**config.mk**
```make
export PLATFORM = sky130hd
export DESIGN_NAME = msi_cache_ctrl
export DESIGN_NICKNAME = d
export VERILOG_FILES = /design/src/rtl/msi_pkg.sv /design/src/rtl/msi_line_store.sv /design/src/rtl/msi_snoop_unit.sv /design/src/rtl/msi_cache_ctrl.sv
export SDC_FILE = /design/constraint.sdc
export NUM_CORES = 1
export LEC_CHECK = 0
export ABC_AREA = 1
export BUFFER_PORTS_ARGS = -buffer_cell sky130_fd_sc_hd__buf_2
export CAP_MARGIN = 0
export CELL_PAD_IN_SITES_DETAIL_PLACEMENT = 0
export CELL_PAD_IN_SITES_GLOBAL_PLACEMENT = 1
export CORE_UTILIZATION = 30
export CTS_BUF_LIST = sky130_fd_sc_hd__clkbuf_2
export CTS_CLUSTER_SIZE = 10
export DETAILED_ROUTE_END_ITERATION = 8
export GPL_TIMING_DRIVEN = 0
export PLACE_DENSITY_LB_ADDON = 0.15
export SLEW_MARGIN = 25
export SYNTH_ARGS = -nofsm -noshare
export SYNTH_HDL_FRONTEND = slang
export SYNTH_HIERARCHICAL = 1
export SYNTH_SLANG_ARGS = --single-unit
```
**constraint.sdc**
```tcl
create_clock -name clk -period 13.79 [get_ports clk]
set_input_delay 2.0685 -clock clk [delete_from_list [all_inputs] [get_ports clk]]
set_output_delay 2.0685 -clock clk [all_outputs]
set_load 0.005 [all_outputs]
```
**src/rtl/msi_pkg.sv**
```systemverilog
package msi_pkg;

    typedef enum logic [1:0] {
        ST_I = 2'd0,
        ST_S = 2'd1,
        ST_M = 2'd2
    } coh_e;

    typedef enum logic [1:0] {
        CMD_RD  = 2'd0,
        CMD_RDX = 2'd1,
        CMD_INV = 2'd2,
        CMD_WB  = 2'd3
    } bus_cmd_e;

    typedef enum logic [2:0] {
        C_IDLE,
        C_WB,
        C_FETCH,
        C_UPG,
        C_DONE
    } ctl_e;

    localparam int LINE_WORDS = 2;

endpackage

```
**src/rtl/msi_line_store.sv**
```systemverilog
module msi_line_store
    import msi_pkg::*;
#(
    parameter int NLINES = 4,
    parameter int TAGW   = 11,
    parameter int LW     = 16,
    localparam int IDXW  = $clog2(NLINES)
) (
    input  logic            clk,
    input  logic            rst,
    input  logic [IDXW-1:0] cpu_idx,
    input  logic [IDXW-1:0] snp_idx,
    input  logic            wr_en,
    input  logic [IDXW-1:0] wr_idx,
    input  coh_e            wr_st,
    input  logic [TAGW-1:0] wr_tag,
    input  logic [LW-1:0]   wr_data,
    output coh_e            cpu_st,
    output logic [TAGW-1:0] cpu_tag,
    output logic [LW-1:0]   cpu_data,
    output coh_e            snp_st,
    output logic [TAGW-1:0] snp_tag,
    output logic [LW-1:0]   snp_data
);

    coh_e            st_q   [NLINES];
    logic [TAGW-1:0] tag_q  [NLINES];
    logic [LW-1:0]   data_q [NLINES];

    for (genvar g = 0; g < NLINES; g++) begin : g_line
        always_ff @(posedge clk) begin
            if (rst) begin
                st_q[g]   <= ST_I;
                tag_q[g]  <= '0;
                data_q[g] <= '0;
            end else if (wr_en && wr_idx == IDXW'(g)) begin
                st_q[g]   <= wr_st;
                tag_q[g]  <= wr_tag;
                data_q[g] <= wr_data;
            end
        end
    end

    assign cpu_st   = st_q[cpu_idx];
    assign cpu_tag  = tag_q[cpu_idx];
    assign cpu_data = data_q[cpu_idx];
    assign snp_st   = st_q[snp_idx];
    assign snp_tag  = tag_q[snp_idx];
    assign snp_data = data_q[snp_idx];

endmodule

```
**src/rtl/msi_snoop_unit.sv**
```systemverilog
module msi_snoop_unit
    import msi_pkg::*;
#(
    parameter int TAGW = 11,
    parameter int LW   = 16,
    parameter int CW   = 16,
    parameter int N_WB = 10
) (
    input  logic            snp_valid,
    input  bus_cmd_e        snp_cmd,
    input  logic [TAGW-1:0] snp_blk,
    input  coh_e            line_st,
    input  logic [TAGW-1:0] line_tag,
    input  logic [LW-1:0]   line_data,
    output logic            upd,
    output coh_e            upd_st,
    output logic            flush,
    output logic [LW-1:0]   fdata,
    output logic [CW-1:0]   stall
);

    logic match;
    logic dirty;
    logic kill;

    assign match = snp_valid && line_st != ST_I && line_tag == snp_blk;
    assign dirty = match && line_st == ST_M;
    assign kill  = match && (snp_cmd == CMD_RDX || snp_cmd == CMD_INV);

    always_comb begin
        upd    = 1'b0;
        upd_st = line_st;
        flush  = 1'b0;
        if (kill) begin
            upd    = 1'b1;
            upd_st = ST_I;
            flush  = dirty;
        end else if (dirty && snp_cmd == CMD_RD) begin
            upd    = 1'b1;
            upd_st = ST_S;
            flush  = 1'b1;
        end
    end

    assign fdata = flush ? line_data : '0;
    assign stall = flush ? CW'(N_WB) : '0;

endmodule

```
**src/rtl/msi_cache_ctrl.sv**
```systemverilog
module msi_cache_ctrl
    import msi_pkg::*;
#(
    parameter int AW      = 12,
    parameter int DW      = 8,
    parameter int NLINES  = 4,
    parameter int CW      = 16,
    parameter int N_MEM   = 100,
    parameter int N_CACHE = 70,
    parameter int N_INV   = 15,
    parameter int N_WB    = 10
) (
    input  logic              clk,
    input  logic              rst,
    input  logic              cpu_req,
    input  logic              cpu_we,
    input  logic [AW-1:0]     cpu_addr,
    input  logic [DW-1:0]     cpu_wdata,
    output logic              cpu_busy,
    output logic              cpu_done,
    output logic [DW-1:0]     cpu_rdata,
    output logic [CW-1:0]     cpu_stall,
    output logic              bus_req,
    output logic [1:0]        bus_cmd,
    output logic [AW-2:0]     bus_blk,
    output logic [2*DW-1:0]   bus_wdata,
    input  logic              bus_ack,
    input  logic [2*DW-1:0]   bus_rdata,
    input  logic              bus_c2c,
    input  logic              snp_valid,
    input  logic [1:0]        snp_cmd,
    input  logic [AW-2:0]     snp_blk,
    output logic              snp_flush,
    output logic [2*DW-1:0]   snp_fdata,
    output logic [CW-1:0]     snp_stall
);

    localparam int IDXW = $clog2(NLINES);
    localparam int TAGW = AW - 1;
    localparam int LW   = LINE_WORDS * DW;

    function automatic logic [LW-1:0] put_word(logic [LW-1:0] blk, logic sel, logic [DW-1:0] v);
        logic [LW-1:0] r;
        r = blk;
        if (sel) r[LW-1:DW] = v;
        else     r[DW-1:0]  = v;
        return r;
    endfunction

    function automatic logic [DW-1:0] get_word(logic [LW-1:0] blk, logic sel);
        return sel ? blk[LW-1:DW] : blk[DW-1:0];
    endfunction

    ctl_e            ctl_q;
    logic            req_we_q;
    logic [AW-1:0]   req_addr_q;
    logic [DW-1:0]   req_wdata_q;
    logic [DW-1:0]   rdata_q;
    logic [CW-1:0]   stall_q;

    logic [AW-1:0]   lk_addr;
    logic [TAGW-1:0] lk_tag;
    logic            lk_w;
    logic            lk_we;
    logic [DW-1:0]   lk_wdata;
    logic            accept;
    logic            hit;

    coh_e            cpu_st, snp_st, upd_st, cw_st, wr_st;
    logic [TAGW-1:0] cpu_tag, snp_tag, cw_tag, wr_tag;
    logic [LW-1:0]   cpu_data, snp_data, cw_data, wr_data;
    logic            cw_en, upd, wr_en;
    logic [IDXW-1:0] wr_idx;
    bus_cmd_e        bcmd;

    assign lk_addr  = (ctl_q == C_IDLE) ? cpu_addr : req_addr_q;
    assign lk_tag   = lk_addr[AW-1:1];
    assign lk_w     = lk_addr[0];
    assign lk_we    = (ctl_q == C_IDLE) ? cpu_we : req_we_q;
    assign lk_wdata = (ctl_q == C_IDLE) ? cpu_wdata : req_wdata_q;
    assign accept   = ctl_q == C_IDLE && cpu_req && !snp_valid;
    assign hit      = cpu_st != ST_I && cpu_tag == lk_tag;

    msi_line_store #(.NLINES(NLINES), .TAGW(TAGW), .LW(LW)) u_store (
        .clk     (clk),
        .rst     (rst),
        .cpu_idx (lk_addr[IDXW:1]),
        .snp_idx (snp_blk[IDXW-1:0]),
        .wr_en   (wr_en),
        .wr_idx  (wr_idx),
        .wr_st   (wr_st),
        .wr_tag  (wr_tag),
        .wr_data (wr_data),
        .cpu_st  (cpu_st),
        .cpu_tag (cpu_tag),
        .cpu_data(cpu_data),
        .snp_st  (snp_st),
        .snp_tag (snp_tag),
        .snp_data(snp_data)
    );

    msi_snoop_unit #(.TAGW(TAGW), .LW(LW), .CW(CW), .N_WB(N_WB)) u_snoop (
        .snp_valid(snp_valid),
        .snp_cmd  (bus_cmd_e'(snp_cmd)),
        .snp_blk  (snp_blk),
        .line_st  (snp_st),
        .line_tag (snp_tag),
        .line_data(snp_data),
        .upd      (upd),
        .upd_st   (upd_st),
        .flush    (snp_flush),
        .fdata    (snp_fdata),
        .stall    (snp_stall)
    );

    // Processor-side line update: write hit on Modified, fill, or upgrade.
    always_comb begin
        cw_en   = 1'b0;
        cw_st   = ST_M;
        cw_tag  = lk_tag;
        cw_data = cpu_data;
        if (accept && hit && cpu_we && cpu_st == ST_M) begin
            cw_en   = 1'b1;
            cw_data = put_word(cpu_data, lk_w, lk_wdata);
        end else if (ctl_q == C_FETCH && bus_ack) begin
            cw_en   = 1'b1;
            cw_st   = lk_we ? ST_M : ST_S;
            cw_data = lk_we ? put_word(bus_rdata, lk_w, lk_wdata) : bus_rdata;
        end else if (ctl_q == C_UPG && bus_ack) begin
            cw_en   = 1'b1;
            cw_data = put_word(cpu_data, lk_w, lk_wdata);
        end
    end

    // Snoop updates win the single write port; the bus never acks and snoops together.
    assign wr_en   = upd || cw_en;
    assign wr_idx  = upd ? snp_blk[IDXW-1:0] : lk_addr[IDXW:1];
    assign wr_st   = upd ? upd_st : cw_st;
    assign wr_tag  = upd ? snp_tag : cw_tag;
    assign wr_data = upd ? snp_data : cw_data;

    always_comb begin
        unique case (ctl_q)
            C_WB:    bcmd = CMD_WB;
            C_FETCH: bcmd = lk_we ? CMD_RDX : CMD_RD;
            C_UPG:   bcmd = CMD_INV;
            default: bcmd = CMD_RD;
        endcase
    end

    assign bus_req   = ctl_q == C_WB || ctl_q == C_FETCH || ctl_q == C_UPG;
    assign bus_cmd   = bcmd;
    assign bus_blk   = (ctl_q == C_WB) ? cpu_tag : lk_tag;
    assign bus_wdata = (ctl_q == C_WB) ? cpu_data : '0;

    always_ff @(posedge clk) begin
        if (rst) begin
            ctl_q       <= C_IDLE;
            req_we_q    <= 1'b0;
            req_addr_q  <= '0;
            req_wdata_q <= '0;
            rdata_q     <= '0;
            stall_q     <= '0;
        end else begin
            unique case (ctl_q)
                C_IDLE: if (accept) begin
                    req_we_q    <= cpu_we;
                    req_addr_q  <= cpu_addr;
                    req_wdata_q <= cpu_wdata;
                    if (hit && !cpu_we) begin
                        rdata_q <= get_word(cpu_data, lk_w);
                        stall_q <= '0;
                        ctl_q   <= C_DONE;
                    end else if (hit && cpu_st == ST_M) begin
                        rdata_q <= cpu_wdata;
                        stall_q <= '0;
                        ctl_q   <= C_DONE;
                    end else if (hit) begin
                        stall_q <= CW'(N_INV);
                        ctl_q   <= C_UPG;
                    end else if (cpu_st == ST_M) begin
                        stall_q <= CW'(N_WB);
                        ctl_q   <= C_WB;
                    end else begin
                        stall_q <= '0;
                        ctl_q   <= C_FETCH;
                    end
                end
                C_WB: if (bus_ack) ctl_q <= C_FETCH;
                C_FETCH: if (bus_ack) begin
                    stall_q <= stall_q + (bus_c2c ? CW'(N_CACHE) : CW'(N_MEM));
                    rdata_q <= req_we_q ? req_wdata_q : get_word(bus_rdata, lk_w);
                    ctl_q   <= C_DONE;
                end
                C_UPG: if (bus_ack) begin
                    rdata_q <= req_wdata_q;
                    ctl_q   <= C_DONE;
                end
                default: ctl_q <= C_IDLE;
            endcase
        end
    end

    assign cpu_busy  = ctl_q != C_IDLE;
    assign cpu_done  = ctl_q == C_DONE;
    assign cpu_rdata = rdata_q;
    assign cpu_stall = stall_q;

    assert_bus_hold_R10: assert property (@(posedge clk) disable iff (rst)
        bus_req && !bus_ack |=> bus_req && $stable(bus_cmd) && $stable(bus_blk));

    assert_done_pulse_R10: assert property (@(posedge clk) disable iff (rst)
        cpu_done |=> !cpu_done);

    assert_snoop_blocks_accept_R10: assert property (@(posedge clk) disable iff (rst)
        (!cpu_busy && cpu_req && snp_valid) |=> !cpu_busy);

    assert_read_hit_free_R2: assert property (@(posedge clk) disable iff (rst)
        (accept && hit && !cpu_we) |=> cpu_done && cpu_stall == '0);

    assert_wb_then_fill_R7: assert property (@(posedge clk) disable iff (rst)
        (bus_req && bus_cmd == 2'd3 && bus_ack) |=> bus_req && bus_cmd != 2'd3);

    assert_flush_cost_R8: assert property (@(posedge clk) disable iff (rst)
        snp_flush |-> snp_valid && snp_stall == CW'(N_WB));

endmodule

```
Word-level counts from Yosys, hierarchy flattened --
Memory sizes are Yosys's and may differ from the RTL's. Index checks and enable logic that the tools add are counted.
Cells by class: add/subtract/negate cells 1, equality and inequality tests 19, muxes and demuxes 83, bitwise operators 12, reductions and logical operators 38
Operator list (number):
- $mux W16 | 13
- $mux W8 | 13
- $mux W11 | 6
- $pmux W16 S2 | 1
- $mux W2 | 13
- $pmux W8 S3 | 1
- $eq A11 B11 Y1 | 2
- $mux W1 | 22
- $mux W4 | 5
- $logic_and A1 B1 Y1 | 19
- $add A16 B7 Y16 | 1
- $mux W3 | 5
- $mux W12 | 1
- $or A1 B1 Y1 | 12
- $eq A2 B2 Y1 const B | 5
- $pmux W3 S3 | 1
- $ne A2 B2 Y1 const B | 4
- $eq A3 B2 Y1 const B | 2
- $mux W6 | 1
- $pmux W2 S3 | 1
- $reduce_and A3 Y1 | 2
- $reduce_bool A2 Y1 | 3
- $reduce_bool A3 Y1 | 2
- $reduce_and A5 Y1 | 1
- 11 further kinds | 17
Storage, ports and cells: register bits after elaboration 48, memory bits (writable) 116, logic and storage cells 162, memories 3
Memories:
- u_store.data_q | words 4, bits a word 16, rd ports 2, clocked after Yosys merged registers in 0, wr ports 4, line msi_line_store.sv:28 | logic [LW-1:0] data_q [NLINES];
- u_store.tag_q | words 4, bits a word 11, rd ports 2, clocked after Yosys merged registers in 0, wr ports 4, line msi_line_store.sv:27 | logic [TAGW-1:0] tag_q [NLINES];
- u_store.st_q | words 4, bits a word 2, rd ports 2, clocked after Yosys merged registers in 0, wr ports 4, line msi_line_store.sv:26 | coh_e st_q [NLINES];

Depth between registers and ports, before layout --
An unclocked memory read counts as a cell.
depth after elaboration 15, mapped depth 29, depth with buffers taken out 22

By module --
Netlist, hierarchy kept.
Modules (own cells, without submodules):
- msi_line_store | instances 1, cells an instance 853, area each 6666.4 um2
- msi_cache_ctrl | instances 1, cells an instance 893, area each 4899.7 um2
- msi_snoop_unit | instances 1, cells an instance 118, area each 585.6 um2

Worst setup path after synthesis --
Ideal clock, no wire load.
kind input to register, start point input cpu_addr[1], end point memory u_store.data_q[2][0] (enable), arrival 6320 ps, required time 13335 ps, setup slack 7015 ps, stages 22, cells stage by stage nand3_1 -> nand2_2 -> clkbuf_2 -> inv_2 -> buf_4 -> buf_2 -> nand2_1 -> nand3_1 -> nand2_1 -> inv_1 -> nand3_1 -> nand2_1 -> nor2_1 -> nand2_1 -> nor2_4 -> and2_1 -> buf_4 -> nand3_4 -> buf_6 -> nand3_1 -> nand2_1 -> o21ai_0
RTL lines:
- from (decl) | line msi_cache_ctrl.sv:17 | input logic [AW-1:0] cpu_addr,
- to (decl) | line msi_line_store.sv:28

Final worst setup path --
start point input snp_blk[1], end point output snp_stall[3]
Between the ends: elaborated cells on any way between the ends 13, those cells by class eq/ne: 2; mux: 3; reduce/logical: 6; memory: 2
RTL lines:
- from (decl) | line msi_cache_ctrl.sv:32 | input logic [AW-2:0] snp_blk,
- $mem_v2 Z4 W11 *
- named net snp_tag[7] | line msi_cache_ctrl.sv:70 | logic [TAGW-1:0] cpu_tag, snp_tag, cw_tag, wr_tag;
- $eq A11 B11 Y1 * | line msi_snoop_unit.sv:26 | assign match = snp_valid && line_st != ST_I && line_tag == snp_blk;
- $logic_and A1 B1 Y1 * | line msi_snoop_unit.sv:26
- $logic_and A1 B1 Y1 | line msi_snoop_unit.sv:27 | assign dirty = match && line_st == ST_M;
- $logic_and A1 B1 Y1 | line msi_snoop_unit.sv:38 | end else if (dirty && snp_cmd == CMD_RD) begin
- $mux W1 | line msi_snoop_unit.sv:38
- $mux W1 * | line msi_snoop_unit.sv:34 | if (kill) begin
- $mux W4 * | line msi_snoop_unit.sv:46 | assign stall = flush ? CW'(N_WB) : '0;
- to (decl) | line msi_cache_ctrl.sv:35 | output logic [CW-1:0] snp_stall
The timed path passes the listed nets; every way through them passes the cells marked *.

==> results.md <==
- Status: complete, no violations
- Post-Syn Instances: 1,864
- Starting DRT DRC Count: about 940
- Final Hold Fails: 0
- Vias per cell: approximately 4.8
- Clk_lat worst skew: 0.84 ns
- Critical-path maximum fanout: 10
- Register bit total from synthesis: between 150 and 200
- Unique masters post-synth: 42
- CTS sink count: ~160
- Slew margin rel.: between 40% and 50%
- CTS max path bufs: 2
- Max cap viols: 0
- Comb power frac: 53.8%
- Syn-to-layout area delta: 15.00%
- Min-Delay Path Class: reg2reg
- Die W: slightly above 200 um
- Dpl cells: 2,537
- Crit path launch type: input port
- CP Capture Type: primary output
- Clock network fraction of total power: about 17%
- PwrDens: between 100 and 150 nW/um^2
- Initial antenna violation count: 3
- DRT antenna net count: 0
- Final setup fails: 0
- Crit path largest cell delay: around 0.55 ns
- Post-CTS Hold Buffers: 0
- Final TNS setup: 0 ns
- YS warnings: 6
- Data arrival, critical path: ~4.8 ns
- F_max: roughly 0.15 GHz
- Avg WL per Cell: roughly 19 um
- Post-synth EDFFs: approximately 120
- Syn avg cell area: roughly 6.5 sq um
- CTS Buf Count: 17
- Switching Fraction: 49.16%
- Drt first pass iters: 5
- Minimum clock period: roughly 7 ns
- Max-slew violations: 0
- Commonest non-fill, non-tap cell in the layout: nand2_1
- Root Buffer: clkbuf_2
- Placer Congestion: 0.8753
- Max VDD drop: 0.00004931 V
- I/O Buffers: 130
- Final total power: ~2.0 mW
- Async SR Flop Fraction: 0%
- P_leak: 7.106 nW
- Pin count of the biggest net entering global routing: 18
- Seq/Total Area, Yosys: a little over a third
- Worst Path Required: between 10 and 15 ns
- Total Routing Usage GR: between 20% and 30%
- DIE AREA: about 41,000 sq um
- Grt total ovfl: 0
- Worst-path cell chain: buf_2 > buf_4 > clkbuf_1 > nand3_1 > nand2_1 > xnor2_1 > nand2_1 > nor2_1 > nand2_1 > inv_2 > nand3_4 > buf_6 > inv_1 > buf_4 > buf_2
- Starting density of the core: 30.51%
- Most frequent cells in the layout: nand2_1 (568), inv_1 (308), nor2_1 (201)
- DR DRC count: 0
- Crit Path Class: in2out
- RSZ-0062 raised after global routing: false
- Die height: around 200 um
- IO Count: between 100 and 150
- Mapped Area: 12,150 sq um
- Part of the power in registers: 29.7%
- Post-cts repair resize count: 0
- Clock slew at reported path FFs: approximately 0.25 ns
- Vias in the first global route: between 10,000 and 15,000
- Switch Pwr: around 970 uW
- Actual slew at the worst max-slew pin: 0.8023 ns
- Post-detail-place hpwl: ~36,000 um
- Slowest-stage cell, CP: clkbuf_1
- Final WL: approximately 48,000 um
- Rows: 73
- First-pass GRT wire length: 71,580 um
- Ys flop type: edfxtp_1
- # fillers: 4,506
- Via count: approximately 12,000
- Cell Count, Final, Fillers Out: 2,571
- Int Pwr: around 1 mW
- Share of cells above drive strength 1: 16.19%
- Layout Skew: between 0.04 and 0.05 ns
- Core ar.: around 40,000 sq um
- Fin nets: 2,093
- Buffer count from post-CTS setup fixing: 0
- Most common cell on crit path: nand2_1
- CTS tree: built
- Period utilization: between 40% and 50%
- CTS H-tree lvls: 4
## synthesized netlist by cell type, drive strengths merged, types with 18 or more instances
master | count | area share (%)
a21oi | 35 | 1.4
buf | 83 | 4.6
clkbuf | 31 | 0.98
dfxtp | 48 | 7.9
edfxtp | 116 | 29
inv | 314 | 9.7
nand2 | 579 | 18
nand3 | 195 | 8.6
nand4 | 24 | 1.2
nor2 | 237 | 9.0
o21ai | 128 | 5.3
or2 | 18 | 0.93
## path summary, 6_finish.rpt
path	to	cells after the start	slack, ns	start
hold / removal	req_addr_q[3]$_SDFFE_PP0P_	2	0.48	req_addr_q[3]$_SDFFE_PP0P_
hold reg to reg	req_addr_q[3]$_SDFFE_PP0P_	2	0.48	req_addr_q[3]$_SDFFE_PP0P_
setup / recovery	snp_stall[3]	15	6.97	snp_blk[1]
setup reg to reg	u_store/data_q[2][0]$_SDFFCE_PN0P_	24	8.33	ctl_q[1]$_SDFFE_PP0P_
## power groups by stage
| stage | Clock [mW] | Sequential, mW | Combinational (mW) |
|---|---|---|---|
| 2_1_floorplan | 0 | 0.597 | 0.672 |
| 3_3_place_gp | 0 | 0.601 | 1.04 |
| 3_5_place_dp | 0 | 0.599 | 1.05 |
| 4_1_cts | 0.339 | 0.588 | 1.06 |
| 5_1_grt | 0.358 | 0.593 | 1.18 |
| 6_report | 0.326 | 0.588 | 1.06 |
## metal layers
| layer | global-route usage, % | wire length (um) | up-vias |
|---|---|---|---|
| li1 | - | - | 6128 |
| met1 | 32.04 | 22250 | 5717 |
| met2 | 37.73 | 21680 | 377 |
| met3 | 4.043 | 2791 | 60 |
| met4 | 6.767 | 1084 | 4 |
| met5 | 0 | 23 | - |
## through the flow
stage / worst slack, ns / util (%) / instance area (sq um) / hold WS, ns
global placement: 2.941 / 33.92 / 13510 / 0.4538
floorplan: 7.015 / - / 12200 / 0.4297
detailed placement: 6.921 / 34.33 / 13670 / 0.4572
CTS: 6.922 / 35.08 / 13970 / 0.4857
finish: 6.967 / 35.09 / 13970 / 0.4837
global route: 6.741 / 35.09 / 13970 / 0.5093
## cells by family (layout without fill, tap and decap cells)
logic type               Yosys count  in the layout  synth area share, %
adder cells (fa/ha/maj)            6              6               0.6178
XOR/XNOR                           4              4               0.2883
buffers and inverters            429            596                15.32
other                              1             16              0.03086
AO/OA/AOI/OAI                    190            190                8.340
AND/OR/NAND/NOR                 1070           1070                38.83
flip-flops                       164            164                36.57
## area by class of cell
class	count	area, sq um	share of cell area [%]
Clock inverter	14	209.0	1.495
Buffer	114	674.4	4.826
Timing Repair Buffer	135	780.7	5.587
Clock buffer	18	90.09	0.6446
Multi-Input combinational cell	1284	5927	42.41
Inverter	315	1187	8.497
Antenna cell	2	5.005	0.03581
Tap cell	525	656.9	4.700
Sequential cell	164	4444	31.80
## flip-flops by register name, indices dropped and copies added (netlist names)
register        flops
req_we_q            1
cpu_stall          16
u_store/st_q        8
req_wdata_q         8
cpu_rdata           8
req_addr_q         12
ctl_q               3
u_store/tag_q      44
u_store/data_q     64
## critical path: cells and delay by family
family / cells / cell delay, ns
xor+xnor: 1 / 0.13
buf+inv: 8 / 1.55
simple gates: 6 / 0.99
Power figures use the tool's default switching activity.
